<file path="config.mk">
export PLATFORM = sky130hd
export DESIGN_NAME = audio_rx_deser
export DESIGN_NICKNAME = d
export VERILOG_FILES = /design/src/rtl/audio_rx_pkg.sv /design/src/rtl/ws_tracker.sv /design/src/rtl/word_builder.sv /design/src/rtl/pair_stage.sv /design/src/rtl/audio_rx_deser.sv
export SDC_FILE = /design/constraint.sdc
export NUM_CORES = 1
export LEC_CHECK = 0
export BUFFER_PORTS_ARGS = -buffer_cell sky130_fd_sc_hd__buf_2
export CAP_MARGIN = 10
export CELL_PAD_IN_SITES_DETAIL_PLACEMENT = 1
export CELL_PAD_IN_SITES_GLOBAL_PLACEMENT = 1
export CORE_MARGIN = 2
export CORE_UTILIZATION = 35
export DETAILED_ROUTE_END_ITERATION = 10
export PLACE_DENSITY = 0.71
export SETUP_SLACK_MARGIN = 0.02
export SYNTH_ARGS = -nofsm -noshare
export SYNTH_HDL_FRONTEND = slang
export SYNTH_SLANG_ARGS = --single-unit
</file>
<file path="constraint.sdc">
create_clock -name bclk -period 2.5 [get_ports bclk]
set_input_delay 0.5 -clock bclk [delete_from_list [all_inputs] [get_ports bclk]]
set_output_delay 0.5 -clock bclk [all_outputs]
set_load 0.02 [all_outputs]
</file>
<file path="src/rtl/audio_rx_pkg.sv">
package audio_rx_pkg;

    localparam int SAMPLE_W = 32;
    localparam int IDX_W    = $clog2(SAMPLE_W);
    localparam int CNT_W    = $clog2(SAMPLE_W + 1);

    typedef enum logic [1:0] {
        FMT_LJ  = 2'b00,
        FMT_I2S = 2'b01,
        FMT_RJ  = 2'b10,
        FMT_RSV = 2'b11
    } fmt_e;

    typedef logic [SAMPLE_W-1:0] sample_t;

    typedef struct packed {
        sample_t l;
        sample_t r;
    } pair_t;

    // Left-align the trailing word of a right-justified slot.
    function automatic sample_t rj_place(sample_t sh, logic [1:0] code);
        case (code)
            2'b00:   return {sh[15:0], 16'b0};
            2'b01:   return {sh[19:0], 12'b0};
            2'b10:   return {sh[23:0], 8'b0};
            default: return sh;
        endcase
    endfunction

endpackage

</file>
<file path="src/rtl/ws_tracker.sv">
module ws_tracker
    import audio_rx_pkg::*;
(
    input  logic       clk,
    input  logic       rst,
    input  logic [1:0] fmt,
    input  logic       lrck,
    output logic       slot_edge,
    output logic       new_left
);
    logic       lr_q, lr_qq;
    logic [1:0] prime;
    logic       dly;
    logic       cur, prv;

    always_ff @(posedge clk) begin
        if (rst) begin
            lr_q  <= 1'b0;
            lr_qq <= 1'b0;
            prime <= 2'd0;
        end else begin
            lr_q  <= lrck;
            lr_qq <= lr_q;
            if (prime != 2'd2) prime <= prime + 2'd1;
        end
    end

    // I2S places its slot boundary one bit clock after the word-clock change.
    always_comb begin
        dly       = (fmt_e'(fmt) == FMT_I2S);
        cur       = dly ? lr_q  : lrck;
        prv       = dly ? lr_qq : lr_q;
        slot_edge = (prime == 2'd2) && (cur != prv);
        new_left  = dly ? ~cur : cur;
    end
endmodule

</file>
<file path="src/rtl/word_builder.sv">
module word_builder
    import audio_rx_pkg::*;
(
    input  logic       clk,
    input  logic       rst,
    input  logic [1:0] fmt,
    input  logic [1:0] depth,
    input  logic       slot_edge,
    input  logic       sdata,
    output sample_t    word
);
    sample_t          acc;
    sample_t          sh;
    logic [CNT_W-1:0] k;
    logic [IDX_W-1:0] idx;

    assign idx = IDX_W'(SAMPLE_W - 1) - k[IDX_W-1:0];

    always_ff @(posedge clk) begin
        if (rst) begin
            acc <= '0;
            sh  <= '0;
            k   <= '0;
        end else if (slot_edge) begin
            acc <= {sdata, {(SAMPLE_W-1){1'b0}}};
            sh  <= {{(SAMPLE_W-1){1'b0}}, sdata};
            k   <= CNT_W'(1);
        end else begin
            sh <= {sh[SAMPLE_W-2:0], sdata};
            if (k < CNT_W'(SAMPLE_W)) begin
                acc[idx] <= sdata;
                k        <= k + CNT_W'(1);
            end
        end
    end

    // Word of the slot that the current boundary closes.
    always_comb begin
        if (fmt_e'(fmt) == FMT_RJ) word = rj_place(sh, depth);
        else                       word = acc;
    end
endmodule

</file>
<file path="src/rtl/pair_stage.sv">
module pair_stage
    import audio_rx_pkg::*;
(
    input  logic    clk,
    input  logic    rst,
    input  logic    slot_edge,
    input  logic    new_left,
    input  sample_t word,
    output pair_t   pair,
    output logic    valid
);
    sample_t hold_l;
    logic    have_l;
    logic    open;
    logic    cur_left;

    always_ff @(posedge clk) begin
        if (rst) begin
            hold_l   <= '0;
            have_l   <= 1'b0;
            open     <= 1'b0;
            cur_left <= 1'b0;
            pair     <= '0;
            valid    <= 1'b0;
        end else begin
            valid <= 1'b0;
            if (slot_edge) begin
                open     <= 1'b1;
                cur_left <= new_left;
                if (open) begin
                    if (cur_left) begin
                        hold_l <= word;
                        have_l <= 1'b1;
                    end else if (have_l) begin
                        pair   <= '{l: hold_l, r: word};
                        valid  <= 1'b1;
                        have_l <= 1'b0;
                    end
                end
            end
        end
    end
endmodule

</file>
<file path="src/rtl/audio_rx_deser.sv">
module audio_rx_deser
    import audio_rx_pkg::*;
(
    input  logic                bclk,
    input  logic                rst,
    input  logic [1:0]          fmt,
    input  logic [1:0]          depth,
    input  logic                lrck,
    input  logic                sdata,
    output logic [SAMPLE_W-1:0] left_o,
    output logic [SAMPLE_W-1:0] right_o,
    output logic                valid_o
);
    logic    slot_edge;
    logic    new_left;
    sample_t word;
    pair_t   pair;

    ws_tracker i_ws (
        .clk       (bclk),
        .rst       (rst),
        .fmt       (fmt),
        .lrck      (lrck),
        .slot_edge (slot_edge),
        .new_left  (new_left)
    );

    word_builder i_wb (
        .clk       (bclk),
        .rst       (rst),
        .fmt       (fmt),
        .depth     (depth),
        .slot_edge (slot_edge),
        .sdata     (sdata),
        .word      (word)
    );

    pair_stage i_ps (
        .clk       (bclk),
        .rst       (rst),
        .slot_edge (slot_edge),
        .new_left  (new_left),
        .word      (word),
        .pair      (pair),
        .valid     (valid_o)
    );

    assign left_o  = pair.l;
    assign right_o = pair.r;
endmodule

</file>
== Word level (Yosys, flattened, before mapping) ==
Index checks and enable logic that the tools add are counted.

* Register bits after elaboration: 174
* Input port bits: 8
* Output and inout port bits: 65
* Word-level logic and storage cells: 56

* $add $sub $neg: 3
* $lt $le $gt $ge: 3
* Equal/unequal tests: 7
* Muxes and demuxes: 14
* Bitwise operators: 4
* Reduce and logical (&&, ||, !) cells: 9

{| class="wikitable"
|+ Operator list
! cell !! count
|-
| 2-to-1 mux 32 bit || 3
|-
| one-hot mux 32 bit (3 select lines) || 1
|-
| bitwise mux 32 bit || 1
|-
| 2-to-1 mux 1 bit || 8
|-
| adder 6 x 1 -> 6 bit (second input constant) || 1
|-
| equality test 2 bit (second input constant) || 3
|-
| < comparator 5 x 6 -> 1 bit (second input constant) || 1
|-
| < comparator 6 bit (second input constant) || 1
|-
| demux 1 bit (select 5 bit) || 1
|-
| >= comparator 5 x 1 -> 1 bit (second input constant) || 1
|-
| subtractor 5 bit (first input constant) || 1
|-
| equality test 2 x 1 -> 1 bit (second input constant) || 2
|-
| inverter 1 bit || 4
|-
| AND reduction 4 bit || 1
|-
| OR reduction 4 bit || 1
|-
| AND reduction 3 bit || 1
|-
| adder 2 x 1 -> 2 bit (second input constant) || 1
|-
| logical AND 1 bit || 2
|-
| logical NOT 2 bit || 1
|-
| != test 2 bit (second input constant) || 1
|-
| AND reduction 2 bit || 1
|-
| nonzero test 2 bit || 1
|-
| OR reduction 2 bit || 1
|-
| != test 1 bit || 1
|}

== Longest topological paths before layout ==
* Word-level depth: 8
* Gate-level depth with buffers: 9
* Mapped depth without buffers: 7

== By module ==
From an unflattened synthesis, not the netlist that was laid out.

* Cell total of the unflattened synthesis: 723
* Area, all modules: 7669.9 um2

{| class="wikitable"
|+ By module, submodules not included
! module !! instances !! cells an instance !! area an instance (um2) !! seq. area each (um2)
|-
| pair_stage || 1 || 361 || 4053.9 || 2001.9
|-
| word_builder || 1 || 342 || 3429.5 || 1401.3
|-
| ws_tracker || 1 || 20 || 186.4 || 80.1
|}

== Least setup slack after synthesis ==
No wires, ideal clock.

* Path kind: input to register
* Start point: in fmt[0]
* End point: reg, netlist name i_ps.pair[4]
* Library setup time: 0.086 ns
* Arrival: 1.870 ns
* Required time: 2.414 ns
* Slack: 0.545 ns
* Cell stages on the path: 6
* Buffers on the path: 2
* Cell sequence: nor2b_4 -> mux2i_4 -> mux2_2 -> buf_4 -> buf_2 -> a211oi_1

* Word-level cells in the longest chain between the ends: 5
* Elaborated cells on any way between the ends: 8
* Those cells by class: eq/ne: 3; mux: 3; reduce/logical: 2

{| class="wikitable"
|+ RTL lines
! item !! line !! text
|-
| start, declared || audio_rx_deser.sv:6 || <nowiki>input logic [1:0] fmt,</nowiki>
|-
| equality test 2 x 1 -> 1 bit || ws_tracker.sv:30 || <nowiki>dly = (fmt_e'(fmt) == FMT_I2S);</nowiki>
|-
| 2-to-1 mux 1 bit, on equally long branches || ws_tracker.sv:31, ws_tracker.sv:32 ||
|-
| != test 1 bit || ws_tracker.sv:33 || <nowiki>slot_edge = (prime == 2'd2) && (cur != prv);</nowiki>
|-
| logical AND 1 bit || ws_tracker.sv:33 ||
|-
| AND reduction 4 bit (no source line) || -- ||
|}

Parallel ways exist; a longest one is shown, timed or not.
A chain may end at the register's enable or synchronous reset.

== Worst setup path in the final report ==
* Start point: reg i_ws.prime[0]
* End point: reg i_ps.hold_l[0]

* Word-level cells in the longest chain between the ends: 3

{| class="wikitable"
|+ RTL lines
! item !! line !! text
|-
| start, declared || ws_tracker.sv:12 || <nowiki>logic [1:0] prime;</nowiki>
|-
| start signal, assigned || ws_tracker.sv:24 || <nowiki>if (prime != 2'd2) prime <= prime + 2'd1;</nowiki>
|-
| equality test 2 bit || ws_tracker.sv:33 ||
|-
| logical AND 1 bit || ws_tracker.sv:33 ||
|-
| AND reduction 3 bit (no source line) || -- ||
|-
| end signal, assigned || pair_stage.sv:32 || <nowiki>hold_l <= word;</nowiki>
|-
| end, declared || pair_stage.sv:12 || <nowiki>sample_t hold_l;</nowiki>
|}

Every way passes these cells.

==> results by group <==
Worst setup path
  • Critical path class: reg2reg
  • Crit-path cells: inv_1, ha_1, inv_1, nor4_1, mux2_2, buf_12, nor2_1, a211oi_1
  • Worst path max stage delay: 0.42 ns
  • Total stage count of the critical path: 8
  • CP Buf/Inv Count: 3
  • Critical path origin: i_ws.prime[0]
  • R2r endpoint: i_ps.hold_l[0]
  • R2r startpoint: i_ws.prime[0]
  • Critical path's top delay family: simple AND/OR/NAND/NOR gates
  • Worst Reg2Reg Path Length in Cells: 8
  • FF-to-FF setup slack: 0.39 ns
  • Critical-path top delay cell: mux2_2
  • CP most frequent cell: inv_1
  • Critical path fanouts, max: 24
  • CP Launch Type: flip-flop
  • Worst Setup EP: i_ps.hold_l[0]
  • WP data arrival: 2.43 ns
  • Crit path capture type: flip-flop
  • WP data required: 2.82 ns

STA
  • Setup-failing EPs final: 0
  • Final slew viol count: 0
  • Max Clk Rate: 474 MHz
  • RSZ-0062 raised after global routing: false
  • Setup_tns: 0 ns
  • Final worst path period share: 0.845
  • Tmin final: 2.11 ns
  • Final worst clock skew: 0.00927 ns
  • Worst-margin pin slew: 0.579 ns
  • Worst Hold Slack: 0.354 ns
  • Final Hold Viols: 0
  • Slew Limit Headroom: 0.613

Final layout
  • Final Non-Filler Cells: 1170
  • Share of cells above drive strength 1: 0.171
  • Antenna Cells: 0
  • Area grow syn2layout: 17.3%
  • Footprint of the multi-input gates: 3280 µm²
  • Fin nets: 901
  • Fill cell count: 2456
  • Final instance area: 8310 µm²
  • Register area: 3480 µm²

Detailed routing
  • Vias: 5845
  • Pre-antenna DRT Iters: 4
  • Post-DR wirelength/cell: 16.4 µm
  • Drt drc: 0
  • 1st-iter DRT viols: 319
  • Vias per std cell: 5.00
  • Routed Antenna Nets: 0
  • Detailed Route WL: 19200 µm

Synthesis
  • Largest area contributor in the netlist: dfxtp_1
  • Synth top cells by count: dfxtp_1 (174), nand2_1 (163), nor2_1 (141)
  • Sequential fraction of the synthesis area: 0.492
  • Cell variety after synth: 39
  • Synth warn: 0
  • Yosys reg bits: 174
  • Syn_nets: 852
  • Most numerous cell in the Yosys netlist: dfxtp_1
  • Number of flops mapped to enable cells by yosys: 0
  • Syn_area_per_cell: 8.44 µm²
  • Synth top area cells: dfxtp_1 (49%), nand2_1 (8.6%), nor2_1 (7.5%)
  • Mapped Area: 7080 µm²
  • Cell count after synthesis: 839
  • Post-synth top area share: 0.492
  • Asr flop ratio synth: 0
  • Main flop type after synthesis: dfxtp_1

Global routing
  • Vias in the first global route: 5847
  • Congestion Overflow GR: 0
  • Initial antenna violation count: 0
  • First-pass GRT wire length: 31700 µm
  • Total track usage: 0.186
  • Pin count of the biggest net entering global routing: 73

Power and ir drop
  • VDD IR max: 0.255 mV
  • Sw frac: 0.252
  • Clock power share: 0.431
  • P_int: 4.39 mW
  • Seq pwr share: 0.488
  • Total power: 5.86 mW
  • P_sw: 1.48 mW
  • Static Leak: 3.33 nW
  • Logic pwr share: 0.081
  • Power per standard cell area: 706 nW/µm²

Floorplan
  • Ports: 73
  • Vert. Die Dim: 146 µm
  • Core area: 20000 µm²
  • Floorplan row count: 52
  • DIE AREA: 21400 µm²
  • Die W: 146 µm
  • Initial Util: 0.353

Place
  • Placed insts: 1139
  • Post-DP HPWL: 13300 µm
  • I/O Buffers: 72
  • Placed cell areas: 7750 µm²
  • Routability cong.: 0.794

CTS
  • Post-CTS setup buffer count: 0
  • Clk_lat worst skew: 0.43 ns
  • Resize count post-CTS: 0
  • CTS buffer count: 17
  • CTS root buf: clkbuf_16
  • Htree depth: 4
  • Hold-fix buffers, CTS: 0
  • CTS sink count: 174
  • TritonCTS clock tree: built
  • Clock tree buffer depth: 2
  • Clock Pin Slew Worst Setup and Hold Paths: 0.07 ns

Hold path
  • Worst Hold Path Cells: 2
  • Worst hold-check path type: in2reg

Run
  • Max-cap violations: 0

Status
  • Status: complete, no violations
==> per-layer routing <==
metal | part of all wire | vias up | track usage
met5 | 0 | - | 0
met4 | 0.020 | 0 | 0.0689
met3 | 0.041 | 30 | 0.0356
met2 | 0.45 | 121 | 0.292
met1 | 0.49 | 2807 | 0.257
li1 | - | 2887 | -
==> state kept, by name, indices dropped and copies added, names as in the netlist <==
signal and cells:
i_ps.open 1, i_ws.prime 2, i_ps.hold_l 32, i_wb.acc 32
i_ps.pair 64, i_ps.valid 1, i_wb.k 6, i_ps.have_l 1
i_ps.cur_left 1, i_wb.sh 32, i_ws.lr_qq 1, i_ws.lr_q 1
==> worst min-delay path by stage <==
stage	start	endpoint	slack, ns
floorplan	i_wb.sh[24]	i_wb.sh[25]	0.42
detailed placement	i_ps.pair[13]	i_ps.pair[13]	0.45
global route	lrck	i_ws.lr_q	0.36
global placement	i_ps.pair[14]	i_ps.pair[14]	0.44
CTS	lrck	i_ws.lr_q	0.34
finish	lrck	i_ws.lr_q	0.35
==> worst register-to-register path, stage by stage, from the launching register on <==
cell	delay [ns]
dfxtp_1	0.32
inv_1	0.05
ha_1	0.15
inv_1	0.09
nor4_1	0.41
mux2_2	0.42
buf_12	0.21
nor2_1	0.07
a211oi_1	0.29
==> power by group through the flow <==
| stage | logic [mW] | clock network, mW | registers [mW] |
|---|---|---|---|
| global route | 0.532 | 2.71 | 2.87 |
| floorplan | 0.345 | 0 | 2.91 |
| detailed placement | 0.479 | 0 | 2.93 |
| CTS | 0.482 | 2.59 | 2.86 |
| finish | 0.475 | 2.53 | 2.86 |
| global placement | 0.468 | 0 | 2.93 |
==> stage by stage <==
step	util	worst slack (ns)
after floorplan	-	0.545
after global placement	0.387	0.263
after detailed placement	0.387	0.189
after CTS	0.414	0.371
after global routing	0.414	0.206
final	0.414	0.389
==> final cells by class <==
type | instances | area share
Sequential cell | 174 | 0.419
Clock inverter | 11 | 0.0130
Inverter | 8 | 0.00362
Clock buffer | 20 | 0.0538
Timing Repair Buffer | 94 | 0.0741
Tap cell | 270 | 0.0407
Multi-Input combinational cell | 593 | 0.395
==> cells by family after synthesis <==
group,count (synthesis),share of synthesized area
simple gates,429,0.263
buf+inv,72,0.0466
xor+xnor,6,0.00742
fa+ha+maj,5,0.00883
flops,174,0.492
compound gates,110,0.0892
mux,43,0.0926
==> layout by cell type (no fill, tap or decap), types with 3 or more instances in the layout <==
master / instances
mux2i_1: 14
a211oi_1: 16
a21oi_1: 65
inv_1: 8
nand2b_1: 6
xnor2_1: 4
o21ai_0: 14
mux2_2: 10
clkbuf_16: 17
nand4b_1: 3
nand3b_1: 4
mux4_2: 16
buf_12: 7
dfxtp_1: 174
nor2_1: 141
buf_2: 71
nor2b_1: 8
inv_6: 4
nand3_1: 22
and2_1: 31
nand2_1: 163
nor3_1: 42
a22oi_1: 8
a221oi_1: 4
ha_1: 5
buf_4: 16
No activity file was read; power rests on OpenSTA's default activity.
